File: config.mk
export PLATFORM = sky130hd
export DESIGN_NAME = scl_timing_gen
export DESIGN_NICKNAME = d
export VERILOG_FILES = /design/src/rtl/scl_timing_pkg.sv /design/src/rtl/scl_tick_div.sv /design/src/rtl/scl_in_sync.sv /design/src/rtl/scl_count_sel.sv /design/src/rtl/scl_timing_gen.sv
export SDC_FILE = /design/constraint.sdc
export NUM_CORES = 1
export LEC_CHECK = 0
export BUFFER_PORTS_ARGS = -buffer_cell sky130_fd_sc_hd__buf_2
export CORE_UTILIZATION = 30
export CTS_CLUSTER_SIZE = 16
export DETAILED_ROUTE_END_ITERATION = 10
export SYNTH_ARGS = -nofsm -noshare
export SYNTH_HDL_FRONTEND = slang
export SYNTH_SLANG_ARGS = --single-unit
export TNS_END_PERCENT = 50
File: constraint.sdc
create_clock -name clk -period 2.1 [get_ports clk]
set_clock_uncertainty 0.15 [all_clocks]
set_input_delay 0.21 -clock clk [delete_from_list [all_inputs] [get_ports clk]]
set_output_delay 0.21 -clock clk [all_outputs]
set_load 0.01 [all_outputs]
File: src/rtl/scl_timing_pkg.sv
package scl_timing_pkg;

    typedef enum logic [3:0] {
        ST_IDLE,
        ST_START_HOLD,
        ST_LOW,
        ST_LOW_HOLD,
        ST_RISE_WAIT,
        ST_HIGH,
        ST_STOP_WAIT,
        ST_STOP_SETUP,
        ST_DONE
    } sclg_state_e;

endpackage

File: src/rtl/scl_tick_div.sv
module scl_tick_div (
    input  logic clk,
    input  logic rst_n,
    input  logic run,
    input  logic div2_sel,
    output logic tick
);
    logic phase_q;

    always_ff @(posedge clk or negedge rst_n) begin
        if (!rst_n) begin
            phase_q <= 1'b0;
        end else begin
            phase_q <= run ? ~phase_q : 1'b0;
        end
    end

    assign tick = run & (~div2_sel | phase_q);
endmodule

File: src/rtl/scl_in_sync.sv
module scl_in_sync #(
    parameter int STAGES = 2
) (
    input  logic clk,
    input  logic rst_n,
    input  logic d,
    output logic q
);
    logic [STAGES-1:0] chain_q;

    generate
        if (STAGES > 1) begin : g_multi
            always_ff @(posedge clk or negedge rst_n) begin
                if (!rst_n) chain_q <= '1;
                else        chain_q <= {chain_q[STAGES-2:0], d};
            end
        end else begin : g_single
            always_ff @(posedge clk or negedge rst_n) begin
                if (!rst_n) chain_q <= '1;
                else        chain_q <= d;
            end
        end
    endgenerate

    assign q = chain_q[STAGES-1];
endmodule

File: src/rtl/scl_count_sel.sv
module scl_count_sel #(
    parameter int BASE_W = 8,
    parameter bit EXT_EN = 1'b1,
    localparam int CW = BASE_W + 1
) (
    input  logic [BASE_W-1:0] base,
    input  logic              ext,
    output logic [CW-1:0]     eff
);
    logic [CW-1:0] raw;

    generate
        if (EXT_EN) begin : g_ext
            assign raw = {ext, base};
        end else begin : g_noext
            logic unused_ext;
            assign unused_ext = ext;
            assign raw = {1'b0, base};
        end
    endgenerate

    assign eff = (raw == '0) ? CW'(1) : raw;
endmodule

File: src/rtl/scl_timing_gen.sv
module scl_timing_gen
    import scl_timing_pkg::*;
#(
    parameter int BASE_W      = 8,
    parameter bit EXT_EN      = 1'b1,
    parameter int SYNC_STAGES = 2
) (
    input  logic              clk,
    input  logic              rst_n,
    input  logic              run,
    input  logic              stop_req,
    input  logic              hold,
    input  logic              div2_sel,
    input  logic [BASE_W-1:0] low_count,
    input  logic              low_ext,
    input  logic [BASE_W-1:0] high_count,
    input  logic              high_ext,
    input  logic              scl_in,
    output logic              scl_oe,
    output logic              fall_stb,
    output logic              rise_stb,
    output logic              start_done_stb,
    output logic              stop_done_stb
);
    localparam int CW = BASE_W + 1;

    logic          tick;
    logic          scl_s;
    logic [CW-1:0] lo_eff;
    logic [CW-1:0] hi_eff;

    sclg_state_e   state_q, state_d;
    logic [CW-1:0] cnt_q, cnt_d;
    logic          seen_lo_q, seen_lo_d;
    logic          drive_d, fall_d, rise_d, sdone_d, pdone_d;

    scl_tick_div u_div (
        .clk      (clk),
        .rst_n    (rst_n),
        .run      (run),
        .div2_sel (div2_sel),
        .tick     (tick)
    );

    scl_in_sync #(.STAGES(SYNC_STAGES)) u_sync (
        .clk   (clk),
        .rst_n (rst_n),
        .d     (scl_in),
        .q     (scl_s)
    );

    scl_count_sel #(.BASE_W(BASE_W), .EXT_EN(EXT_EN)) u_lo_sel (
        .base (low_count),
        .ext  (low_ext),
        .eff  (lo_eff)
    );

    scl_count_sel #(.BASE_W(BASE_W), .EXT_EN(EXT_EN)) u_hi_sel (
        .base (high_count),
        .ext  (high_ext),
        .eff  (hi_eff)
    );

    logic lo_reached, hi_reached, lo_ok;
    assign lo_reached = (cnt_q >= lo_eff - CW'(1));
    assign hi_reached = (cnt_q >= hi_eff - CW'(1));
    assign lo_ok      = seen_lo_q | ~scl_s;

    // next-state process
    always_comb begin
        state_d   = state_q;
        cnt_d     = cnt_q;
        seen_lo_d = seen_lo_q;
        if (!run) begin
            state_d   = ST_IDLE;
            cnt_d     = '0;
            seen_lo_d = 1'b0;
        end else begin
            unique case (state_q)
                ST_IDLE: begin
                    state_d = ST_START_HOLD;
                    cnt_d   = '0;
                end
                ST_START_HOLD: begin
                    if (tick && scl_s) begin
                        if (hi_reached) begin
                            state_d   = ST_LOW;
                            cnt_d     = '0;
                            seen_lo_d = 1'b0;
                        end else begin
                            cnt_d = cnt_q + CW'(1);
                        end
                    end
                end
                ST_LOW: begin
                    seen_lo_d = lo_ok;
                    if (tick) begin
                        if (lo_reached) begin
                            if (lo_ok) begin
                                cnt_d = '0;
                                if (hold)          state_d = ST_LOW_HOLD;
                                else if (stop_req) state_d = ST_STOP_WAIT;
                                else               state_d = ST_RISE_WAIT;
                            end
                        end else begin
                            cnt_d = cnt_q + CW'(1);
                        end
                    end
                end
                ST_LOW_HOLD: begin
                    if (!hold) state_d = stop_req ? ST_STOP_WAIT : ST_RISE_WAIT;
                end
                ST_RISE_WAIT: begin
                    if (scl_s) begin
                        state_d = ST_HIGH;
                        cnt_d   = '0;
                    end
                end
                ST_HIGH: begin
                    if (tick) begin
                        if (hi_reached) begin
                            state_d   = ST_LOW;
                            cnt_d     = '0;
                            seen_lo_d = 1'b0;
                        end else begin
                            cnt_d = cnt_q + CW'(1);
                        end
                    end
                end
                ST_STOP_WAIT: begin
                    if (scl_s) begin
                        state_d = ST_STOP_SETUP;
                        cnt_d   = '0;
                    end
                end
                ST_STOP_SETUP: begin
                    if (tick) begin
                        if (hi_reached) state_d = ST_DONE;
                        else            cnt_d   = cnt_q + CW'(1);
                    end
                end
                ST_DONE: begin
                    state_d = ST_DONE;
                end
                default: begin
                    state_d = ST_IDLE;
                    cnt_d   = '0;
                end
            endcase
        end
    end

    // output process: decode the transition being taken
    always_comb begin
        drive_d = (state_d == ST_LOW) || (state_d == ST_LOW_HOLD);
        fall_d  = (state_d == ST_LOW) &&
                  ((state_q == ST_START_HOLD) || (state_q == ST_HIGH));
        rise_d  = ((state_q == ST_RISE_WAIT) && (state_d == ST_HIGH)) ||
                  ((state_q == ST_STOP_WAIT) && (state_d == ST_STOP_SETUP));
        sdone_d = (state_q == ST_START_HOLD) && (state_d == ST_LOW);
        pdone_d = (state_q == ST_STOP_SETUP) && (state_d == ST_DONE);
    end

    // state register
    always_ff @(posedge clk or negedge rst_n) begin
        if (!rst_n) begin
            state_q        <= ST_IDLE;
            cnt_q          <= '0;
            seen_lo_q      <= 1'b0;
            scl_oe         <= 1'b0;
            fall_stb       <= 1'b0;
            rise_stb       <= 1'b0;
            start_done_stb <= 1'b0;
            stop_done_stb  <= 1'b0;
        end else begin
            state_q        <= state_d;
            cnt_q          <= cnt_d;
            seen_lo_q      <= seen_lo_d;
            scl_oe         <= drive_d;
            fall_stb       <= fall_d;
            rise_stb       <= rise_d;
            start_done_stb <= sdone_d;
            stop_done_stb  <= pdone_d;
        end
    end
endmodule

==> results by group <==
Floorplanning
  • Core ar.: 6030 um^2
  • Die X: 81.6 um
  • Die area: 6650 um^2
  • Die Y: 81.6 um
  • IO Count: 30
  • # rows: 28
  • Initial Util: 31.5%

Synth
  • Syn nets: 282
  • Synth cell types: 47
  • Post-synth EDFFs: 0
  • Syn avg cell area: 8.05 um^2
  • Ys Warns: 0
  • FF+latch count, synth: 22
  • Post-synth ARST share: 100%
  • Most used DFF post-synth: dfrtp_1
  • Post-Synthesis Cells: 236
  • Post-Syn Area: 1900 um^2
  • Register area share after synthesis: 29.1%

Power
  • Net switching power: 0.000286 W
  • Internal: 0.000818 W
  • Share of power burned in registers: 39.6%
  • Combinational power share: 24.2%
  • Pleak: 1.33 nW
  • Sw frac: 25.9%
  • Total power: 0.00110 W
  • Worst VDD drop: 0.290 mV
  • Pwr Density: 381 nW/um^2
  • Clk pwr share: 36.2%

Cells and area
  • Biggest regs: cnt_q x9, state_q x4, u_sync.chain_q x2
  • Largest Register: cnt_q
  • Nets: 379
  • Ratio of cells with drive above 1 in the final layout: 42.2%
  • Max FFs per register: 9
  • ANT cells: 0
  • Post-route cell area: 2900 um^2
  • Area Growth Syn to Fin: 52.5%

Placed design
  • Final GP Congestion: 0.840
  • Port bufs: 29
  • Placed Area: 2600 um^2
  • Post-DP HPWL: 3950 um
  • Place WS: -1.49 ns

Clocking
  • Clock Tree Buf Depth: 2
  • Clk sinks: 22
  • H-Tree Depth: 1
  • CTS buffer count: 3
  • Skew-Pair Late Insertion Delay: 0.26 ns
  • CTS tree: yes
  • Clock slew at reported path FFs: 0.09 ns
  • Clock root cell: clkbuf_8

Timing
  • RSZ-0062 raised after global routing: true
  • Rel. slew slack: 61.5%
  • Worst setup margin: -1.15 ns
  • Final min period: 3.25 ns
  • Max Transition Viols Final: 0
  • Final setup viols: 19
  • Fin. Hold Viols: 0
  • Hold slack: 0.176 ns
  • F_max: 0.307 GHz
  • Fin Setup TNS: -16.17 ns
  • Slew @ Worst Pin: 0.574 ns
  • Fin crit share: 155%

Routing
  • Final WL: 5420 um
  • DRT antenna net count: 0
  • DR iter-0 viols: 118
  • Via density: 5.09
  • Residual DRC count: 0
  • WL/cell: 13.3 um
  • 1st-pass router iterations: 4
  • Routed via count: 2073

Worst setup path
  • Worst Path Max Fanout: 5
  • Critical Path AT: 3.25 ns
  • Critical Path End Type: flip-flop
  • WP data required: 2.09 ns
  • Worst setup path class: input pin to flip-flop
  • Startpoint types: input pin

Global route
  • GRT Total Usage: 16.9%
  • Initial antenna violation count: 0
  • GRT overflow: 0
  • Largest net degree at the start of global routing: 23
  • First-pass GRT wire length: 8700 um
  • Vias in the first global route: 1944

Job
  • Max-Cap Viols: 0

Run status
  • Failing checks: negative setup slack
  • Result of the run: complete, but fails checks

Worst hold path
  • Worst min path class: input pin to flip-flop
## logic make-up (layout without fill, tap and decap cells)
group	count (synthesis)	in the layout	share of synthesized area [%]
multiplexers	2	2	1.12
AND/OR/NAND/NOR	100	100	26.0
flip-flops	22	22	29.1
XOR/XNOR	11	11	5.07
adder cells (fa/ha/maj)	21	21	13.8
buffers and inverters	21	116	4.74
AO/OA/AOI/OAI	59	60	20.2
## cells in the final DEF (no fill, tap or decap), types with 4 or more instances in the layout
cell type   n
xnor2_1     8
or3_1       4
nor3_1      8
a21oi_1    11
nand2_1    23
nand3_1    11
ha_1       19
nand2b_1    5
o21ai_0     6
inv_1      14
nand4_1     4
o22ai_1     4
buf_4      65
dfrtp_1    20
nor2_1     18
a21oi_2    10
buf_2      27
## power by group through the flow
stage               logic (W)  clock network, W  registers (W)
detailed placement   0.000237                 0       0.000445
floorplan            0.000112                 0       0.000446
global placement     0.000233                 0       0.000445
finish               0.000268          0.000400       0.000437
global route         0.000297          0.000422       0.000438
CTS                  0.000256          0.000404       0.000437
## stage by stage
step | utilization [%] | instances
global route | 48.1 | 407
CTS | 46.5 | 404
global placement | 43.2 | 393
detailed placement | 43.2 | 393
floorplan | - | 236
finish | 48.1 | 407
## synth_stat cells (4+ instances only)
cell type | number | area (um^2)
ha_1 | 21 | 263
nand2_1 | 26 | 97.6
nand2b_1 | 5 | 31.3
inv_1 | 14 | 52.6
dfrtp_1 | 20 | 500
nor3_1 | 11 | 55.1
nor2_1 | 21 | 78.8
a21oi_1 | 22 | 110
xnor2_1 | 8 | 70.1
nand4_1 | 4 | 25.0
nor4_1 | 6 | 37.5
a211oi_1 | 4 | 30.0
o22ai_1 | 4 | 25.0
o21ai_0 | 7 | 35.0
or3_1 | 4 | 25.0
nand3_1 | 11 | 55.1
## worst paths after layout
check	depth (start not counted)	startpoint	to	slack, ns
hold / removal	3	run	seen_lo_q	0.18
min in group asynchronous	2	rst_n	scl_oe	0.29
setup / recovery	17	low_count[2]	cnt_q[3]	-1.15
hold reg to reg	0	u_sync.chain_q[0]	u_sync.chain_q[1]	0.21
max in group asynchronous	2	rst_n	u_sync.chain_q[1]	1.15
setup reg to reg	8	cnt_q[6]	cnt_q[3]	-0.42
## critical path, cell delays in order
cell      delay [ns]
buf_8           0.10
nor3_4          0.20
nand2_2         0.10
nor3b_4         0.25
nor2_2          0.06
ha_2            0.17
nand3b_1        0.14
nor3_2          0.06
xnor2_1         0.13
ha_1            0.34
a21oi_2         0.15
o21ai_1         0.10
a222oi_1        0.42
o21ai_2         0.15
a221o_2         0.47
a21oi_2         0.13
o22ai_1         0.07
## cell type report
cell class                 count  area [um^2]
clock buffer                   3         41.3
inverter                      15         56.3
sequential                    22          553
fill                         602         3130
timing repair buffer          97          681
clock inverter                 1         30.0
tap                           75         93.8
multi-input combinational    194         1440
## metal layers
metal / routed length [um] / share of wire, % / vias to the layer above / GRT usage (%)
met4: 61 / 1.1 / 0 / 3.33
met5: 0 / 0 / - / 0
met3: 170 / 3.1 / 6 / 2.33
li1: - / - / 1055 / -
met1: 2700 / 50 / 973 / 23.3
met2: 2490 / 46 / 39 / 28.1
## repair_timing
item                                   4_1_cts  5_1_grt
hold buffers                                 2        0
endpoints found under the hold margin       21        0
buffers inserted                             4        3
resized for setup                           16       15
gates cloned                                 1        0
pin swaps                                   22       22
setup endpoints to repair                   19       19
(Power assumes the default switching activity.)
